[src/rtl/async_ir_tx.sv]
module async_ir_tx #(
  parameter int DATA_W = 8
) (
  input  logic              clk,
  input  logic              rst_n,
  input  logic              wr_en,
  input  logic [DATA_W-1:0] wr_data,
  input  logic              div8_sel,
  input  logic              irda_en,
  input  logic              ir_invert,
  output logic              busy,
  output logic              txd
);
  localparam int FRAME_W = DATA_W + 2;
  localparam int CNT_W   = $clog2(FRAME_W + 1);
  localparam logic [CNT_W-1:0] LAST_BIT = CNT_W'(FRAME_W - 1);

  logic [FRAME_W-1:0] shreg;
  logic [CNT_W-1:0]   bits_left;
  logic [3:0]         phase;
  logic               div8_q;
  logic               busy_q;

  wire [3:0] last_phase = div8_q ? 4'd7 : 4'd15;
  wire [3:0] win_lo     = div8_q ? 4'd3 : 4'd6;
  wire [3:0] win_hi     = div8_q ? 4'd4 : 4'd8;
  wire       bit_end    = busy_q && (phase == last_phase);
  wire       take       = wr_en && !busy_q;
  wire       cur_bit    = shreg[0];
  wire       ir_pulse   = busy_q && !cur_bit && (phase >= win_lo) && (phase <= win_hi);

  always_ff @(posedge clk) begin
    if (!rst_n) begin
      busy_q    <= 1'b0;
      shreg     <= '1;
      bits_left <= '0;
      phase     <= '0;
      div8_q    <= 1'b0;
    end else if (take) begin
      busy_q    <= 1'b1;
      shreg     <= {1'b1, wr_data, 1'b0};
      bits_left <= LAST_BIT;
      phase     <= '0;
      div8_q    <= div8_sel;
    end else if (busy_q) begin
      if (bit_end) begin
        phase <= '0;
        shreg <= {1'b1, shreg[FRAME_W-1:1]};
        if (bits_left == '0) busy_q <= 1'b0;
        else                 bits_left <= bits_left - 1'b1;
      end else begin
        phase <= phase + 4'd1;
      end
    end
  end

  assign busy = busy_q;
  assign txd  = irda_en ? (ir_invert ? ir_pulse : ~ir_pulse) : cur_bit;


  busy_rise_chk: assert property (@(posedge clk) disable iff (!rst_n)
    $rose(busy_q) |-> $past(wr_en));

  busy_fall_chk: assert property (@(posedge clk) disable iff (!rst_n)
    $fell(busy_q) |-> ($past(phase) == $past(last_phase)) && ($past(bits_left) == '0));

  div_hold_chk: assert property (@(posedge clk) disable iff (!rst_n)
    (busy_q && $past(busy_q)) |-> $stable(div8_q));

  idle_mark_chk: assert property (@(posedge clk) disable iff (!rst_n)
    !busy_q |-> cur_bit);

  phase_range_chk: assert property (@(posedge clk) disable iff (!rst_n)
    phase <= last_phase);

  hold_busy_chk: assert property (@(posedge clk) disable iff (!rst_n)
    (busy_q && !(bit_end && bits_left == '0)) |=> busy_q);
endmodule

[config.mk]
export PLATFORM = sky130hd
export DESIGN_NAME = async_ir_tx
export DESIGN_NICKNAME = d
export VERILOG_FILES = /design/src/rtl/async_ir_tx.sv
export SDC_FILE = /design/constraint.sdc
export NUM_CORES = 1
export LEC_CHECK = 0
export CAP_MARGIN = 40
export CELL_PAD_IN_SITES_DETAIL_PLACEMENT = 0
export CELL_PAD_IN_SITES_GLOBAL_PLACEMENT = 1
export CORE_MARGIN = 2
export CORE_UTILIZATION = 41
export DETAILED_ROUTE_END_ITERATION = 16
export HOLD_SLACK_MARGIN = 0.15
export PLACE_DENSITY_LB_ADDON = 0.1
export SYNTH_ARGS = -nofsm -noshare
export SYNTH_HDL_FRONTEND = slang
export SYNTH_SLANG_ARGS = --single-unit
export TNS_END_PERCENT = 30
[constraint.sdc]
create_clock -name clk -period 4.3 [get_ports clk]
set_input_delay 0.86 -clock clk [delete_from_list [all_inputs] [get_ports clk]]
set_output_delay 0.86 -clock clk [all_outputs]
set_load 0.02 [all_outputs]
==> impl_metrics.prom, run 1 <==
# TYPE chip_impl_metric gauge
chip_impl_metric{name="die_width",unit="um"} 54.3
chip_impl_metric{name="detailed_route_drc_error_count",unit=""} 0
chip_impl_info{name="cts_tree",value="built"} 1
chip_impl_metric{name="syn_avg_cell_area",unit="um2"} 8.11
chip_impl_metric{name="postRouteAntennaNets",unit=""} 0
chip_impl_metric{name="synthAdderAreaFrac",unit="%"} 8.43
chip_impl_metric{name="fp-row-count",unit=""} 18
chip_impl_metric{name="wire_length_of_the_first_global_routing_pass",unit="mm"} 3.42
chip_impl_metric{name="finalHoldViolCount",unit=""} 0
chip_impl_info{name="r2r_start",value="div8_q"} 1
chip_impl_metric{name="routed_wl",unit="mm"} 1.90
chip_impl_info{name="destination_of_the_worst_register_to_register_timing_path",value="bits_left[3]"} 1
chip_impl_metric{name="cp_max_fo",unit=""} 6
chip_impl_metric{name="final.setup.tns",unit="ns"} 0
chip_impl_metric{name="antenna_cells_inserted",unit=""} 0
chip_impl_metric{name="holdPathStages",unit=""} 2
chip_impl_metric{name="final_nets",unit=""} 162
chip_impl_metric{name="post-layout-total-power",unit="uW"} 329
chip_impl_metric{name="cts_htree_levels",unit=""} 1
chip_impl_metric{name="cts_stage_hold_buffer_count",unit=""} 0
chip_impl_metric{name="power-per-cell-area",unit="nW/um2"} 273
chip_impl_metric{name="clk_pin_slew",unit="ns"} 0.10
chip_impl_metric{name="report.final.setup_viol",unit=""} 0
chip_impl_info{name="dominantRegCellSynth",value="dfxtp_1"} 1
chip_impl_metric{name="cts_sinks",unit=""} 19
chip_impl_metric{name="areaGrowthSynthToFinish",unit="%"} 16.1
chip_impl_metric{name="clock_path_buffers",unit=""} 2
chip_impl_metric{name="worst_tran_pin_value",unit="ns"} 0.696
chip_impl_info{name="hold_class",value="flop to flop"} 1
chip_impl_metric{name="fraction_of_the_yosys_area_taken_by_sequential_cells",unit="%"} 36.6
chip_impl_metric{name="syn_nets",unit=""} 149
chip_impl_metric{name="route.detailed.wl_per_inst",unit="um"} 11.2
chip_impl_metric{name="floorplan.initialDensity",unit="%"} 42.7
chip_impl_metric{name="seq_area",unit="um2"} 380
chip_impl_metric{name="synth.lib_cells_used.distinct",unit=""} 35
chip_impl_info{name="critPathKind",value="flop to output pin"} 1
chip_impl_metric{name="synth_xor_area_share",unit="%"} 2.53
chip_impl_metric{name="synth-async-reset-ratio",unit="%"} 0
chip_impl_metric{name="io_buffer_count",unit=""} 15
chip_impl_metric{name="post_dp_cell_area",unit="um2"} 1180
chip_impl_metric{name="layout_worst_path_cycle_share",unit="%"} 77.4
chip_impl_metric{name="synth.cell_area",unit="um2"} 1040
chip_impl_metric{name="achievable-frequency",unit="MHz"} 301
chip_impl_metric{name="grt_antenna_before_repair",unit=""} 0
chip_impl_metric{name="synth-compound-area-share",unit="%"} 14.2
chip_impl_metric{name="report.final.slew_viol_count",unit=""} 0
chip_impl_metric{name="synth_warn",unit=""} 0
chip_impl_metric{name="track_usage",unit="%"} 16.1
chip_impl_metric{name="fillCellCount",unit=""} 240
chip_impl_info{name="setup_repair_after_global_routing_missed_its_margin",value="false"} 1
chip_impl_metric{name="first_iter_violations",unit=""} 14
chip_impl_metric{name="r2r.worst_path.cells",unit=""} 5
chip_impl_metric{name="dieArea",unit="um2"} 2950
chip_impl_metric{name="regToRegSetupSlack",unit="ns"} 2.33
chip_impl_metric{name="cts_inserted_buffers",unit=""} 3
chip_impl_metric{name="area_of_the_multi_input_gates",unit="um2"} 589
chip_impl_metric{name="peakVddDrop",unit="mV"} 0.227
chip_impl_metric{name="route.vias.total",unit=""} 867
chip_impl_metric{name="final.min_clock_period",unit="ns"} 3.33
chip_impl_info{name="startpoint_type",value="flop"} 1
chip_impl_metric{name="layout-drive-gt1-share",unit="%"} 4.29
chip_impl_metric{name="hpwl",unit="mm"} 1.37
chip_impl_info{name="cp-startpoint",value="phase[2]"} 1
chip_impl_info{name="combinational_family_with_the_most_area_after_synthesis",value="simple AND/OR/NAND/NOR gates"} 1
chip_impl_metric{name="routed_via_density",unit=""} 5.10
chip_impl_metric{name="post_cts_resize_count",unit=""} 0
chip_impl_info{name="critical_path.endpoint",value="txd"} 1
chip_impl_metric{name="die_height",unit="um"} 54.3
chip_impl_info{name="hold_start",value="shreg[1]"} 1
chip_impl_metric{name="synth_simple_gate_area_share",unit="%"} 29.6
chip_impl_metric{name="leakage",unit="nW"} 0.516
chip_impl_info{name="setup.worst_path.end_class",value="output pin"} 1
chip_impl_metric{name="crit_arrival",unit="ns"} 2.47
chip_impl_metric{name="timing.critical_path.required",unit="ns"} 3.44
chip_impl_info{name="run_status",value="finished, final reports clean"} 1
chip_impl_metric{name="vias_in_the_first_global_route",unit=""} 813
chip_impl_metric{name="globalRouteOverflowTotal",unit=""} 0
chip_impl_metric{name="clock-skew-final",unit="ns"} 0.00109
chip_impl_metric{name="synthMuxAreaShare",unit="%"} 1.93
chip_impl_metric{name="edff_count_synth",unit=""} 0
chip_impl_metric{name="drtPass1Iterations",unit=""} 3
chip_impl_metric{name="core_box_area",unit="um2"} 2430
chip_impl_metric{name="ys_ff_latch",unit=""} 19
chip_impl_metric{name="synth_cells",unit=""} 128
chip_impl_metric{name="grt_start_max_net_pins",unit=""} 22
chip_impl_metric{name="ios",unit=""} 16
chip_impl_metric{name="stdcell_area",unit="um2"} 1210
chip_impl_metric{name="post_cts_buffers",unit=""} 0
chip_impl_metric{name="gp_congestion",unit=""} 0.642
chip_impl_info{name="root_buffer",value="clkbuf_4"} 1
chip_impl_metric{name="cap_violations",unit=""} 0
chip_impl_metric{name="relSlewSlack",unit="%"} 53.6
chip_impl_metric{name="clkLatencyLatePin",unit="ns"} 0.29
==> sequential cells by signal (all words and copies together), names as in the netlist <==
register   flops
busy           1
div8_q         1
shreg          9
bits_left      4
phase          4
==> how the worst min path moves through the flow <==
stage / endpoint / slack, ns
detailed placement: shreg[0] / 0.47
finish: shreg[0] / 0.49
CTS: shreg[0] / 0.50
global route: shreg[0] / 0.54
global placement: shreg[0] / 0.46
floorplan: shreg[0] / 0.44
==> critical path, stage by stage, from the launching register on <==
cell and delay [ns]:
dfxtp_1 0.45, inv_1 0.09, ha_1 0.31, o31ai_1 0.30, nand3_1 0.12, a311o_1 0.37
clkdlybuf4s50_1 0.54
==> through the flow <==
step | hold WS [ns] | cells | worst slack [ns] | utilization [%]
global placement | 0.460 | 166 | 1.05 | 48.5
CTS | 0.497 | 170 | 0.944 | 49.6
global route | 0.537 | 170 | 0.805 | 49.6
detailed placement | 0.473 | 166 | 1.01 | 48.5
floorplan | 0.439 | 128 | 1.90 | -
finish | 0.490 | 170 | 0.973 | 49.6
==> cell usage after synthesis (all sizes together), types with 2 or more instances <==
cell    count  area share [%]
nand4       2             1.2
dfxtp      19              37
inv         6             2.2
nor3        4             1.9
o21ai      10             5.2
nand2      19             6.9
nor2       14             5.1
and4        2             1.7
mux2i       2             1.9
buf         4             3.4
and3        7             4.2
a21boi      3             2.2
nand2b      2             1.2
ha          7             8.4
clkbuf      3             1.1
xor2        2             1.7
nor2b       7             4.2
nand3       4             1.9
==> metal layers <==
layer	up-vias	wire [um]	track usage, %
li1	461	-	-
met1	392	856	18.7
met4	0	15	2.50
met5	-	0	0
met3	2	67	4.92
met2	12	964	29.5
==> cell usage in the layout, fill, tap and decap left out, types with 2 or more instances in the layout <==
cell	instances
xor2_1	2
inv_1	6
nor3_1	4
nand3_1	4
nor2b_1	7
and4_1	2
nand2_1	19
a21boi_1	2
nand4_1	2
nand2b_1	2
and3_1	7
dfxtp_1	19
nor2_1	14
o21ai_0	6
mux2i_1	2
ha_1	7
o21ai_1	3
clkdlybuf4s50_1	15
clkbuf_4	3
==> where the power goes <==
part	switching [mW]	internal [mW]	leakage, nW
clock network	0.0508	0.0361	0.0150
logic	0.0225	0.0274	0.345
registers	0.00775	0.185	0.156
total	0.0810	0.248	0.516
==> kinds of logic (layout without fill, tap and decap cells) <==
family,after synthesis,in the layout
XOR/XNOR,3,3
adder cells (fa/ha/maj),7,7
flip-flops,19,19
AO/OA/AOI/OAI,21,21
AND/OR/NAND/NOR,63,63
multiplexers,2,2
buffers and inverters,13,25
==> layout make-up <==
type	instances	share of cell area (%)
timing repair buffer	15	12.4
tap	30	3.11
clock buffer	4	2.18
sequential	19	31.5
inverter	6	1.87
multi-input combinational	96	48.9
Note: power is estimated with default switching activity, not from simulation.
==> run 2, diff against run 1 <==
- CORE_UTILIZATION: 41 -> 38
- clock period: 4.3 -> 3.1 ns (I/O delays scaled with it)
==> run 2 against run 1 <==
Net effect: count of clock-buffer cells in the layout fell by 1; power rose by 41%; die area grew 7.3%; final cell count stayed put; cell area increased by 0.73%; clock power is 45% higher; sequential power up 39%; critical endpoint unchanged; largest cell class unchanged.
==> impl_metrics.prom, run 2 (same netlist as run 1, synthesis figures left out) <==
# TYPE chip_impl_metric gauge
chip_impl_info{name="most_common_library_cell_in_the_layout_ignoring_fill_and_taps",value="nand2_1"} 1
chip_impl_metric{name="cts_inserted_buffers",unit=""} 3
chip_impl_info{name="setup_repair_after_global_routing_missed_its_margin",value="false"} 1
chip_impl_info{name="registers.top_by_ff_count",value="shreg"} 1
chip_impl_metric{name="layout-drive-gt1-share",unit="%"} 7.14
chip_impl_metric{name="ios",unit=""} 16
chip_impl_metric{name="wire_length_of_the_first_global_routing_pass",unit="mm"} 3.43
chip_impl_metric{name="final_nets",unit=""} 162
chip_impl_metric{name="fin_ws",unit="ns"} 0.156
chip_impl_metric{name="track_usage",unit="%"} 13.7
chip_impl_metric{name="detailedPlace.worstSlack",unit="ns"} 0.301
chip_impl_metric{name="floorplan.initialDensity",unit="%"} 41.2
chip_impl_metric{name="clock_path_buffers",unit=""} 2
chip_impl_info{name="hold_class",value="flop to flop"} 1
chip_impl_metric{name="detailed_route_drc_error_count",unit=""} 0
chip_impl_metric{name="areaGrowthSynthToFinish",unit="%"} 17.0
chip_impl_info{name="root_buffer",value="clkbuf_4"} 1
chip_impl_metric{name="relSlewSlack",unit="%"} 52.5
chip_impl_info{name="biggestRegsByFlops",value="shreg: 9 flops, bits_left: 4 flops, phase: 4 flops"} 1
chip_impl_metric{name="routed_wl",unit="mm"} 2.05
chip_impl_info{name="layout.cells.most_common_list",value="19 x nand2_1, 17 x dfxtp_1, 15 x clkdlybuf4s50_1, 14 x nor2_1"} 1
chip_impl_metric{name="grt_antenna_before_repair",unit=""} 0
chip_impl_metric{name="post_cts_buffers",unit=""} 0
chip_impl_metric{name="die_height",unit="um"} 56.3
chip_impl_metric{name="clk_pin_slew",unit="ns"} 0.11
chip_impl_metric{name="crit_arrival",unit="ns"} 2.32
chip_impl_metric{name="route.vias.total",unit=""} 894
chip_impl_metric{name="postRouteAntennaNets",unit=""} 0
chip_impl_info{name="setup.worst_path.end_class",value="output pin"} 1
chip_impl_metric{name="hpwl",unit="mm"} 1.40
chip_impl_metric{name="achievable-frequency",unit="MHz"} 340
chip_impl_metric{name="grt_start_max_net_pins",unit=""} 22
chip_impl_metric{name="seq_area",unit="um2"} 383
chip_impl_metric{name="layout_worst_path_cycle_share",unit="%"} 95.0
chip_impl_metric{name="route.detailed.wl_per_inst",unit="um"} 12.1
chip_impl_metric{name="dieArea",unit="um2"} 3170
chip_impl_info{name="critPathKind",value="flop to output pin"} 1
chip_impl_metric{name="drtPass1Iterations",unit=""} 4
chip_impl_metric{name="io_buffer_count",unit=""} 15
chip_impl_metric{name="antenna_cells_inserted",unit=""} 0
chip_impl_metric{name="first_iter_violations",unit=""} 9
chip_impl_metric{name="final_util",unit="%"} 48.2
chip_impl_metric{name="peakVddDrop",unit="mV"} 0.310
chip_impl_metric{name="cts_stage_hold_buffer_count",unit=""} 0
chip_impl_metric{name="hold_slack",unit="ns"} 0.491
chip_impl_metric{name="cts_sinks",unit=""} 19
chip_impl_metric{name="clkLatencyLatePin",unit="ns"} 0.29
chip_impl_metric{name="globalRouteOverflowTotal",unit=""} 0
chip_impl_metric{name="fillCellCount",unit=""} 260
chip_impl_metric{name="largest_register_ff_count",unit=""} 9
chip_impl_metric{name="fp-row-count",unit=""} 18
chip_impl_info{name="cts_tree",value="built"} 1
chip_impl_metric{name="leakage",unit="nW"} 0.522
chip_impl_metric{name="gp_congestion",unit=""} 0.675
chip_impl_metric{name="die_width",unit="um"} 56.3
chip_impl_metric{name="core_box_area",unit="um2"} 2520
chip_impl_metric{name="report.final.slew_viol_count",unit=""} 0
chip_impl_metric{name="routed_via_density",unit=""} 5.26
chip_impl_metric{name="report.final.setup_viol",unit=""} 0
chip_impl_metric{name="cts_htree_levels",unit=""} 1
chip_impl_metric{name="vias_in_the_first_global_route",unit=""} 786
chip_impl_metric{name="cp_max_fo",unit=""} 6
chip_impl_metric{name="final.min_clock_period",unit="ns"} 2.94
chip_impl_metric{name="finalHoldViolCount",unit=""} 0
chip_impl_metric{name="post-layout-total-power",unit="uW"} 463
chip_impl_metric{name="final.setup.tns",unit="ns"} 0
chip_impl_metric{name="post_cts_resize_count",unit=""} 0
chip_impl_metric{name="area_of_the_multi_input_gates",unit="um2"} 594
chip_impl_metric{name="clock-skew-final",unit="ns"} 0.00711
chip_impl_info{name="startpoint_type",value="flop"} 1
chip_impl_metric{name="timing.critical_path.required",unit="ns"} 2.48
chip_impl_info{name="run_status",value="finished, final reports clean"} 1
chip_impl_metric{name="power-per-cell-area",unit="nW/um2"} 381
chip_impl_metric{name="worst_tran_pin_value",unit="ns"} 0.713
chip_impl_metric{name="cap_violations",unit=""} 0
[run 2: cell types whose count changed in the layout (fill, tap and decap cells not counted), sizes merged]
cell | before | now
clkinv | 0 | 1
clkbuf | 4 | 3
[run 2: per-layer routing]
layer | share of wire, % | GRT usage, % | routed length, um
met5 | 0 | 0 | 0
met4 | 0.93 | 5.10 | 19
met3 | 3.2 | 2.76 | 65
met2 | 46 | 22.9 | 938
met1 | 50 | 17.3 | 1030
[run 2: layout make-up]
class,instances,area share [%]
clock inverters,1,0.412
clock buffers,3,1.85
flip-flops and latches,19,31.5
multi-input cells,96,48.9
well taps,30,3.09
inverters,6,1.85
repair buffers,15,12.4
[run 2: where the power goes]
| part | internal (mW) | switching [mW] | leakage (nW) |
|---|---|---|---|
| Sequential | 0.256 | 0.0111 | 0.157 |
| Clock | 0.0480 | 0.0778 | 0.0177 |
| Combinational | 0.0382 | 0.0319 | 0.347 |
| Total | 0.342 | 0.121 | 0.522 |
[run 2: path summary, 6_finish.rpt]
check | startpoint | end | slack (ns) | cells after the start
worst min-delay path | shreg[1] | shreg[0] | 0.49 | 2
worst max register to register | phase[3] | bits_left[3] | 1.13 | 5
worst min register to register | shreg[1] | shreg[0] | 0.49 | 2
worst max-delay path | phase[2] | txd | 0.16 | 6
[run 2: per-stage QoR]
step / area (um2) / std cells
final: 1210 / 170
after global routing: 1210 / 170
after CTS: 1210 / 170
after detailed placement: 1180 / 166
after global placement: 1180 / 166
after floorplan: 1040 / 128
[run 2: worst max-delay path, cell delays in order, from the launching register on]
cell             delay [ns]
dfxtp_2                0.40
inv_1                  0.07
ha_1                   0.32
o31ai_2                0.24
nand3_1                0.11
a311o_1                0.36
clkdlybuf4s50_1        0.54
